--- config.mk ---
export PLATFORM = sky130hd
export DESIGN_NAME = rgb_panel_timing
export DESIGN_NICKNAME = d
export VERILOG_FILES = /design/src/rtl/tg_pkg.sv /design/src/rtl/tg_clk_div.sv /design/src/rtl/tg_axis_seq.sv /design/src/rtl/tg_ctl_fsm.sv /design/src/rtl/rgb_panel_timing.sv
export SDC_FILE = /design/constraint.sdc
export NUM_CORES = 1
export LEC_CHECK = 0
export BUFFER_PORTS_ARGS = -buffer_cell sky130_fd_sc_hd__buf_2
export CORE_ASPECT_RATIO = 2
export CORE_MARGIN = 2
export CORE_UTILIZATION = 30
export CTS_CLUSTER_SIZE = 10
export DETAILED_ROUTE_END_ITERATION = 6
export GPL_TIMING_DRIVEN = 0
export MAX_ROUTING_LAYER = met4
export PLACE_DENSITY = 0.6
export SYNTH_ARGS = -nofsm -noshare
export SYNTH_HDL_FRONTEND = slang
export SYNTH_SLANG_ARGS = --single-unit
--- constraint.sdc ---
create_clock -name clk -period 2.3 [get_ports clk]
set_input_delay 0.46 -clock clk [delete_from_list [all_inputs] [get_ports clk]]
set_output_delay 0.46 -clock clk [all_outputs]
set_load 0.005 [all_outputs]
--- src/rtl/tg_pkg.sv ---
package tg_pkg;
    typedef enum logic [1:0] {
        SEG_SYNC   = 2'd0,
        SEG_BACK   = 2'd1,
        SEG_ACTIVE = 2'd2,
        SEG_FRONT  = 2'd3
    } seg_e;

    typedef enum logic [1:0] {
        CTL_IDLE  = 2'd0,
        CTL_RUN   = 2'd1,
        CTL_DRAIN = 2'd2
    } ctl_e;
endpackage

--- src/rtl/tg_clk_div.sv ---
module tg_clk_div #(
    parameter int DIV_W = 8
) (
    input  logic             clk,
    input  logic             rst_n,
    input  logic [DIV_W-1:0] ratio_m1,
    output logic             tick,
    output logic [DIV_W-1:0] phase,
    output logic             first_half
);
    localparam int HW = DIV_W + 1;

    logic [HW-1:0] half_w;

    assign tick       = (phase >= ratio_m1);
    assign half_w     = ({1'b0, ratio_m1} + HW'(2)) >> 1;
    assign first_half = ({1'b0, phase} < half_w);

    always_ff @(posedge clk or negedge rst_n) begin
        if (!rst_n)    phase <= '0;
        else if (tick) phase <= '0;
        else           phase <= phase + 1'b1;
    end


    tick_gap_chk: assert property (@(posedge clk) disable iff (!rst_n)
        (tick && ratio_m1 != '0) |=> (!tick || ratio_m1 == '0));
endmodule

--- src/rtl/tg_axis_seq.sv ---
module tg_axis_seq
    import tg_pkg::*;
#(
    parameter int SW = 8,
    parameter int AW = 11
) (
    input  logic          clk,
    input  logic          rst_n,
    input  logic          clr,
    input  logic          step,
    input  logic [SW-1:0] sync_m1,
    input  logic [SW-1:0] back_m1,
    input  logic [AW-1:0] act_m1,
    input  logic [SW-1:0] front_m1,
    output seg_e          seg,
    output logic [((SW > AW) ? SW : AW)-1:0] pos,
    output logic          last
);
    localparam int CW = (SW > AW) ? SW : AW;

    logic [CW-1:0] limit;
    seg_e          seg_nx;

    always_comb begin
        unique case (seg)
            SEG_SYNC:   limit = CW'(sync_m1);
            SEG_BACK:   limit = CW'(back_m1);
            SEG_ACTIVE: limit = CW'(act_m1);
            SEG_FRONT:  limit = CW'(front_m1);
        endcase
    end

    always_comb begin
        unique case (seg)
            SEG_SYNC:   seg_nx = SEG_BACK;
            SEG_BACK:   seg_nx = SEG_ACTIVE;
            SEG_ACTIVE: seg_nx = SEG_FRONT;
            SEG_FRONT:  seg_nx = SEG_SYNC;
        endcase
    end

    assign last = (seg == SEG_FRONT) && (pos == limit);

    always_ff @(posedge clk or negedge rst_n) begin
        if (!rst_n) begin
            seg <= SEG_SYNC;
            pos <= '0;
        end else if (clr) begin
            seg <= SEG_SYNC;
            pos <= '0;
        end else if (step) begin
            if (pos == limit) begin
                pos <= '0;
                seg <= seg_nx;
            end else begin
                pos <= pos + 1'b1;
            end
        end
    end


    pos_range_chk: assert property (@(posedge clk) disable iff (!rst_n)
        !clr |-> (pos <= limit));


    seg_order_chk: assert property (@(posedge clk) disable iff (!rst_n)
        (step && !clr && pos == limit) |=> (seg == seg_e'($past(seg) + 2'd1)));
endmodule

--- src/rtl/tg_ctl_fsm.sv ---
module tg_ctl_fsm
    import tg_pkg::*;
(
    input  logic clk,
    input  logic rst_n,
    input  logic video_en,
    input  logic tick,
    input  logic frame_end,
    output ctl_e st,
    output logic running
);
    ctl_e st_nx;

    always_ff @(posedge clk or negedge rst_n) begin
        if (!rst_n) st <= CTL_IDLE;
        else        st <= st_nx;
    end

    always_comb begin
        st_nx = st;
        unique case (st)
            CTL_IDLE:  if (video_en && tick) st_nx = CTL_RUN;
            CTL_RUN:   if (!video_en)        st_nx = frame_end ? CTL_IDLE : CTL_DRAIN;
            CTL_DRAIN: if (video_en)         st_nx = CTL_RUN;
                       else if (frame_end)   st_nx = CTL_IDLE;
            default:                         st_nx = CTL_IDLE;
        endcase
    end

    assign running = (st != CTL_IDLE);


    drain_end_chk: assert property (@(posedge clk) disable iff (!rst_n)
        (st == CTL_DRAIN && !video_en && frame_end) |=> (st == CTL_IDLE));


    idle_hold_chk: assert property (@(posedge clk) disable iff (!rst_n)
        (st == CTL_IDLE && !video_en) |=> (st == CTL_IDLE));
endmodule

--- src/rtl/rgb_panel_timing.sv ---
module rgb_panel_timing
    import tg_pkg::*;
#(
    parameter int DIV_W   = 8,
    parameter int PORCH_W = 8,
    parameter int ACT_W   = 11
) (
    input  logic               clk,
    input  logic               rst_n,
    input  logic               video_en,
    input  logic [DIV_W-1:0]   pix_div_m1,
    input  logic [PORCH_W-1:0] h_sync_m1,
    input  logic [PORCH_W-1:0] h_back_m1,
    input  logic [ACT_W-1:0]   h_act_m1,
    input  logic [PORCH_W-1:0] h_front_m1,
    input  logic [PORCH_W-1:0] v_sync_m1,
    input  logic [PORCH_W-1:0] v_back_m1,
    input  logic [ACT_W-1:0]   v_act_m1,
    input  logic [PORCH_W-1:0] v_front_m1,
    input  logic               hsync_inv,
    input  logic               vsync_inv,
    input  logic               de_inv,
    input  logic               pclk_fall,
    output logic               hsync,
    output logic               vsync,
    output logic               de,
    output logic               pix_ce,
    output logic               pclk,
    output logic               frame_start,
    output logic [ACT_W-1:0]   pix_col,
    output logic [ACT_W-1:0]   pix_row
);
    localparam int CW = (PORCH_W > ACT_W) ? PORCH_W : ACT_W;

    logic             tick, first_half, running;
    logic [DIV_W-1:0] dphase;
    ctl_e             st;
    seg_e             h_seg, v_seg;
    logic [CW-1:0]    h_pos, v_pos;
    logic             h_last, v_last;
    logic             step_h, step_v, frame_end;

    logic hs_d, vs_d, de_d, ce_d, pc_d, fs_d;
    logic hs_q, vs_q, de_q, pc_q;
    logic [ACT_W-1:0] col_d, row_d;

    tg_clk_div #(.DIV_W(DIV_W)) u_div (
        .clk(clk), .rst_n(rst_n), .ratio_m1(pix_div_m1),
        .tick(tick), .phase(dphase), .first_half(first_half)
    );

    tg_ctl_fsm u_ctl (
        .clk(clk), .rst_n(rst_n), .video_en(video_en), .tick(tick),
        .frame_end(frame_end), .st(st), .running(running)
    );

    assign step_h    = tick && running;
    assign step_v    = step_h && h_last;
    assign frame_end = step_v && v_last;

    tg_axis_seq #(.SW(PORCH_W), .AW(ACT_W)) u_hax (
        .clk(clk), .rst_n(rst_n), .clr(!running), .step(step_h),
        .sync_m1(h_sync_m1), .back_m1(h_back_m1), .act_m1(h_act_m1),
        .front_m1(h_front_m1), .seg(h_seg), .pos(h_pos), .last(h_last)
    );

    tg_axis_seq #(.SW(PORCH_W), .AW(ACT_W)) u_vax (
        .clk(clk), .rst_n(rst_n), .clr(!running), .step(step_v),
        .sync_m1(v_sync_m1), .back_m1(v_back_m1), .act_m1(v_act_m1),
        .front_m1(v_front_m1), .seg(v_seg), .pos(v_pos), .last(v_last)
    );

    // Decode of the current scan position (active-sense)
    always_comb begin
        hs_d  = running && (h_seg == SEG_SYNC);
        vs_d  = running && (v_seg == SEG_SYNC);
        de_d  = running && (h_seg == SEG_ACTIVE) && (v_seg == SEG_ACTIVE);
        ce_d  = running && (dphase == '0);
        pc_d  = running && first_half;
        fs_d  = ce_d && (h_seg == SEG_SYNC) && (h_pos == '0)
                     && (v_seg == SEG_SYNC) && (v_pos == '0);
        col_d = de_d ? ACT_W'(h_pos) : '0;
        row_d = de_d ? ACT_W'(v_pos) : '0;
    end

    always_ff @(posedge clk or negedge rst_n) begin
        if (!rst_n) begin
            hs_q        <= 1'b0;
            vs_q        <= 1'b0;
            de_q        <= 1'b0;
            pc_q        <= 1'b0;
            pix_ce      <= 1'b0;
            frame_start <= 1'b0;
            pix_col     <= '0;
            pix_row     <= '0;
        end else begin
            hs_q        <= hs_d;
            vs_q        <= vs_d;
            de_q        <= de_d;
            pc_q        <= pc_d;
            pix_ce      <= ce_d;
            frame_start <= fs_d;
            pix_col     <= col_d;
            pix_row     <= row_d;
        end
    end

    assign hsync = hs_q ^ hsync_inv;
    assign vsync = vs_q ^ vsync_inv;
    assign de    = de_q ^ de_inv;
    assign pclk  = pc_q ^ pclk_fall;


    de_outside_sync_chk: assert property (@(posedge clk) disable iff (!rst_n)
        de_q |-> (!hs_q && !vs_q));


    fs_single_chk: assert property (@(posedge clk) disable iff (!rst_n)
        frame_start |=> !frame_start);


    fs_align_chk: assert property (@(posedge clk) disable iff (!rst_n)
        frame_start |-> (pix_ce && hs_q && vs_q));


    idle_quiet_chk: assert property (@(posedge clk) disable iff (!rst_n)
        (st == CTL_IDLE && $past(st) == CTL_IDLE) |-> (!pix_ce && !frame_start && !de_q));
endmodule

Yosys cells after proc, flatten, opt, wreduce, memory -nomap -nowiden

Cells that the tools add are included.

Order comparisons: 2
Reductions and logical operators: 26
Bitwise gates (word level): 4
Add/subtract/negate cells: 4
Eq/ne operators: 17
Muxes and demuxes: 25

Operators with widths:

| cell                  | count |
|---|---|
| $mux 11               | 8 |
| $pmux 11 s4           | 2 |
| $add 11x1->11 const B | 2 |
| $eq 11x11->1          | 2 |
| $logic_not 11->1      | 2 |
| $mux 2                | 11 |
| $logic_and 1x1->1     | 16 |
| $pmux 2 s4            | 2 |
| $eq 2x2->1 const B    | 5 |
| $ne 2x1->1 const B    | 5 |
| $add 8x2->9 const B   | 1 |
| $add 8x1->8 const B   | 1 |
| $ge 8x8->1            | 1 |
| $logic_not 8->1       | 1 |
| $lt 8x8->1            | 1 |
| $mux 8                | 1 |
| $eq 2x1->1 const B    | 3 |
| $logic_not 2->1       | 3 |
| $pmux 2 s3            | 1 |
| $reduce_and 2->1      | 2 |
| $xor 1x1->1           | 4 |
| $ne 3x2->1 const B    | 1 |
| $reduce_and 3->1      | 1 |
| $ne 2x2->1 const B    | 1 |
| $reduce_bool 2->1     | 1 |

Bits in registers: 64
Output and inout port bits: 28

Longest topological paths before layout

Word-level depth: 9
Gate-level depth with buffers: 11

By module

A second synthesis with hierarchy kept.

Cell total of the unflattened synthesis: 418
Area, all modules: 4175.3 um^2

By module, submodules not included:

| module           | cells an instance | instances | area each (um^2) |
|---|---|---|---|
| tg_axis_seq      | 124               | 2         | 1127.3 |
| rgb_panel_timing | 79                | 1         | 1034.7 |
| tg_clk_div       | 84                | 1         | 799.5 |
| tg_ctl_fsm       | 7                 | 1         | 86.3 |

Least setup slack after synthesis

OpenSTA, ideal clock, no wires.

Kind: reg-to-reg
From: register u_vax.seg[0]
To: register u_vax.pos[0] (netlist bit)
Stages on the path, launching flop included: 10
Clock period less this slack: 2.517 ns
Path slack: -0.217 ns
Library setup time: 0.125 ns
Data required time: 2.175 ns
Arrival time: 2.392 ns
Cell sequence: dfrtp_1 ha_1 buf_6 a222oi_1 mux2i_1 xnor2_2 nand3_2 o41ai_4 nor3_4 mux2_4

Cells in the longest elaborated chain, start to end: 6
Elaborated cells on any way between the ends: 9
Classes of those cells: eq/ne (4); mux (4); reduce/logical (1)

RTL lines:

| element                                  | RTL line          | RTL |
|---|---|---|
| start, declared                          | tg_axis_seq.sv:15 | `output seg_e seg,` |
| start signal, assigned                   | tg_axis_seq.sv:54 | `seg <= seg_nx;` |
| $eq 2x2->1, or another cell as far along | tg_axis_seq.sv:25 | `unique case (seg)` |
| $pmux 11 s4 *                            | tg_axis_seq.sv:25 |  |
| $eq 11x11->1 *                           | tg_axis_seq.sv:52 | `if (pos == limit) begin` |
| $mux 11 *                                | tg_axis_seq.sv:52 |  |
| $mux 11 *                                | tg_axis_seq.sv:51 | `end else if (step) begin` |
| $mux 11 *                                | tg_axis_seq.sv:48 | `end else if (clr) begin` |
| end signal, assigned                     | tg_axis_seq.sv:56 | `pos <= pos + 1'b1;` |
| end, declared                            | tg_axis_seq.sv:16 | `output logic [((SW > AW) ? SW : AW)-1:0] pos,` |

Mark *: on every way between the ends. The rest lies on a longest branch, timed or not. The select of a mux whose other input is x is not followed.
A chain may end at the register's enable or synchronous reset.

Final worst setup path

Ends and elaborated chain as after synthesis.

==> flow_metrics.tcl <==
set metrics [dict create \
    syn_area_mm2 0.004244 \
    finalHoldViolCount 0 \
    grt_antenna_before_repair 0 \
    fp-row-count 61 \
    grt_pass1_wl_mm 19.39 \
    relSlewSlack 0.4482 \
    crit_chain "buf_6, ha_4, a222oi_1, mux2i_1, xnor2_1, nand4_1, o41ai_4, buf_6, nor3_4, buf_4, mux2_4" \
    synth_seq_cells 64 \
    insertion_delay_ns 0.33 \
    critPathLaunchType "register" \
    vias 3861 \
    drt_first_iter_violations 205 \
    dp_slack_ns -0.7413 \
    crit_fanout 6 \
    wl_per_cell_um 15.52 \
    detailed_place_hpwl_mm 9.312 \
    grt_start_max_net_pins 65 \
    fp.dieW_um 88.11 \
    leakage_uw 0.002857 \
    crit_top_cell "buf_6" \
    die-area_mm2 0.01517 \
    fmax_mhz 360.9 \
    violations "design-rule violations, negative setup slack" \
    core_mm2 0.01389 \
    drv_slew 0 \
    place.gp.congestion 0.8460 \
    area_growth_pct 33.79 \
    p_per_area_mw_per_mm2 689.1 \
    maxCapViolCount 0 \
    pwr-share-clk 0.340 \
    ys_types 52 \
    setup_violations 26 \
    rsz0062_at_grt "yes" \
    postCtsHoldBufs 0 \
    p_seq_frac 0.356 \
    cts_sinks 64 \
    fin_total_pwr_uw 3913 \
    viasPerCell 4.875 \
    synth_area_leaders "dfrtp_1, ha_1, xnor2_1, mux2i_1, xor2_1" \
    min_period_ns 2.771 \
    numCtsBuffers 9 \
    synthArstFlopShare 1.000 \
    cts_max_level 3 \
    finClkSkew_ns 0.007259 \
    initial_core_util 0.3055 \
    pwr-share-comb 0.304 \
    layoutNonFillerInstCount 792 \
    overflow 0 \
    nets 716 \
    crit_arrival_ns 2.99 \
    avgSynthCellArea_um2 9.267 \
    postSynthCellCount 458 \
    ys.flop_type "dfrtp_1" \
    drc 2 \
    critPathCaptureType "register" \
    clockBufferDepth 2 \
    clock-root-buffer "clkbuf_16" \
    synth_most_common_cell "dfrtp_1" \
    required_ns 2.51 \
    netlist.area_leader.share 0.3774 \
    swShare 0.3353 \
    cts_tree "built" \
    crit_type "reg2reg" \
    worst_hold_path_type "in2async" \
    ant_nets 0 \
    critPathMaxStageDelay_ns 0.42 \
    synth-warning-count 0 \
    critPathSlowestCell "a222oi_1" \
    synth_edf_count 0 \
    numPlacedInstances 759 \
    path_clk_slew_ns 0.05 \
    ir_drop_v 0.0003306 \
    synth_area_leader_cell "dfrtp_1" \
    numPortBuffers 112 \
    yosysSeqAreaShare 0.3774 \
    p_sw_uw 1312 \
    io_pins 113 \
    final.setup.worst_slack_ns -0.4711 \
    timing.hold.ws_ns 0.2165 \
    diodes 0 \
    post_route_cells_drive_above_1_share 0.3118 \
    syn_nets 575 \
    track_usage 0.1714 \
    drt_wl_total_mm 12.30 \
    p_int_uw 2601 \
    min_period_over_period 1.205 \
    max_slew.worst_pin.slew_ns 0.8277 \
    status "complete, but fails checks" \
    synth.top_cells.by_count "dfrtp_1, nand2_1, nor2_1" \
    firstDrtPassIters 7 \
    fp.dieH_um 172.2 \
    fin_setup_tns_ns -8.173 \
    grt_pass1_vias 3928 \
]
==> cell usage in the layout, fill, tap and decap left out, drive strengths merged, types with 5 or more instances in the layout <==
cell type / n
nand2: 43
a222oi: 16
ha: 32
o22ai: 8
nand3: 9
and4: 5
inv: 29
dfrtp: 64
clkbuf: 27
nor2: 42
nor4: 7
mux2i: 20
o21ai: 13
nand4: 5
xor2: 20
a21o: 8
and2: 25
and3: 6
xnor2: 24
buf: 141
a21oi: 5
clkinv: 10
==> power by group through the flow <==
stage	sequential [uW]	combinational (uW)	clock (uW)
floorplan	1340	655	0
global placement	1400	961	0
detailed placement	1410	980	0
CTS	1390	1090	1360
global route	1400	1330	1410
finish	1390	1190	1330
==> metrics by stage <==
| step | instance area [um2] | utilization |
|---|---|---|
| after floorplan | 4252 | - |
| after global placement | 5049 | 0.3634 |
| after detailed placement | 5051 | 0.3636 |
| after CTS | 5587 | 0.4022 |
| after global routing | 5678 | 0.4088 |
| final | 5678 | 0.4088 |
==> final cells by class <==
type                            instances  area (um2)
Sequential cell                        64        1607
Buffer                                 24       156.4
Tap cell                              189       236.5
Fill cell                            1427        8213
Timing Repair Buffer                  133       735.7
Clock inverter                          4       45.04
Multi-Input combinational cell        331        2520
Inverter                               36       135.1
Clock buffer                           11       242.7
==> sequential cells by signal (all words and copies together), names as in the netlist <==
signal,count
de_q,1
frame_start,1
hs_q,1
pc_q,1
pix_ce,1
pix_col,11
pix_row,11
u_ctl.st,2
u_div.phase,8
u_hax.pos,11
u_hax.seg,2
u_vax.pos,11
u_vax.seg,2
vs_q,1
==> timing repair <==
action,CTS,global route
pin swaps,10,8
cloned,0,1
setup endpoints to repair,36,36
buffers inserted,17,4
resized for setup,40,16
==> final timing paths <==
| kind | slack, ns | cells after the start | start | endpoint |
|---|---|---|---|---|
| min in group clk | 0.34 | 2 | video_en | u_ctl.st[1]$_DFFE_PN0P_ |
| max in group asynchronous | 1.48 | 1 | rst_n | u_vax.seg[1]$_DFFE_PN0P_ |
| hold reg to reg | 0.52 | 1 | u_div.phase[0]$_DFF_PN0_ | u_div.phase[0]$_DFF_PN0_ |
| setup reg to reg | -0.47 | 11 | u_vax.seg[0]$_DFFE_PN0P_ | u_vax.pos[0]$_DFFE_PN0P_ |
| hold / removal | 0.22 | 1 | rst_n | pix_col[3]$_DFF_PN0_ |
| setup / recovery | -0.47 | 11 | u_vax.seg[0]$_DFFE_PN0P_ | u_vax.pos[0]$_DFFE_PN0P_ |
==> logic make-up (layout without fill, tap and decap cells) <==
group                      Yosys count  after routing  synth area share
buffers and inverters               64            208           0.05955
DFF                                 64             64            0.3774
and+or+nand+nor                    163            164            0.1972
AOI/OAI and AO/OA                   70             70            0.1265
adders and majority gates           32             32           0.09434
xor gates and xnor gates            44             44           0.09434
muxes                               21             21           0.05071
==> critical path: cells and delay by family (launching register included) <==
| family | cells | cell delay (ns) |
|---|---|---|
| multiplexers | 2 | 0.40 |
| flip-flops | 1 | 0.40 |
| XOR/XNOR | 1 | 0.17 |
| AO/OA/AOI/OAI | 2 | 0.81 |
| adder cells (fa/ha/maj) | 1 | 0.18 |
| buffers and inverters | 3 | 0.46 |
| AND/OR/NAND/NOR | 2 | 0.22 |
==> per-layer routing <==
| metal | part of all wire | global-route usage |
|---|---|---|
| met1 | 0.36 | 0.1734 |
| met2 | 0.56 | 0.3132 |
| met3 | 0.037 | 0.02912 |
| met4 | 0.039 | 0.07971 |
| met5 | 0 | - |
No activity file was read; power rests on OpenSTA's default activity.
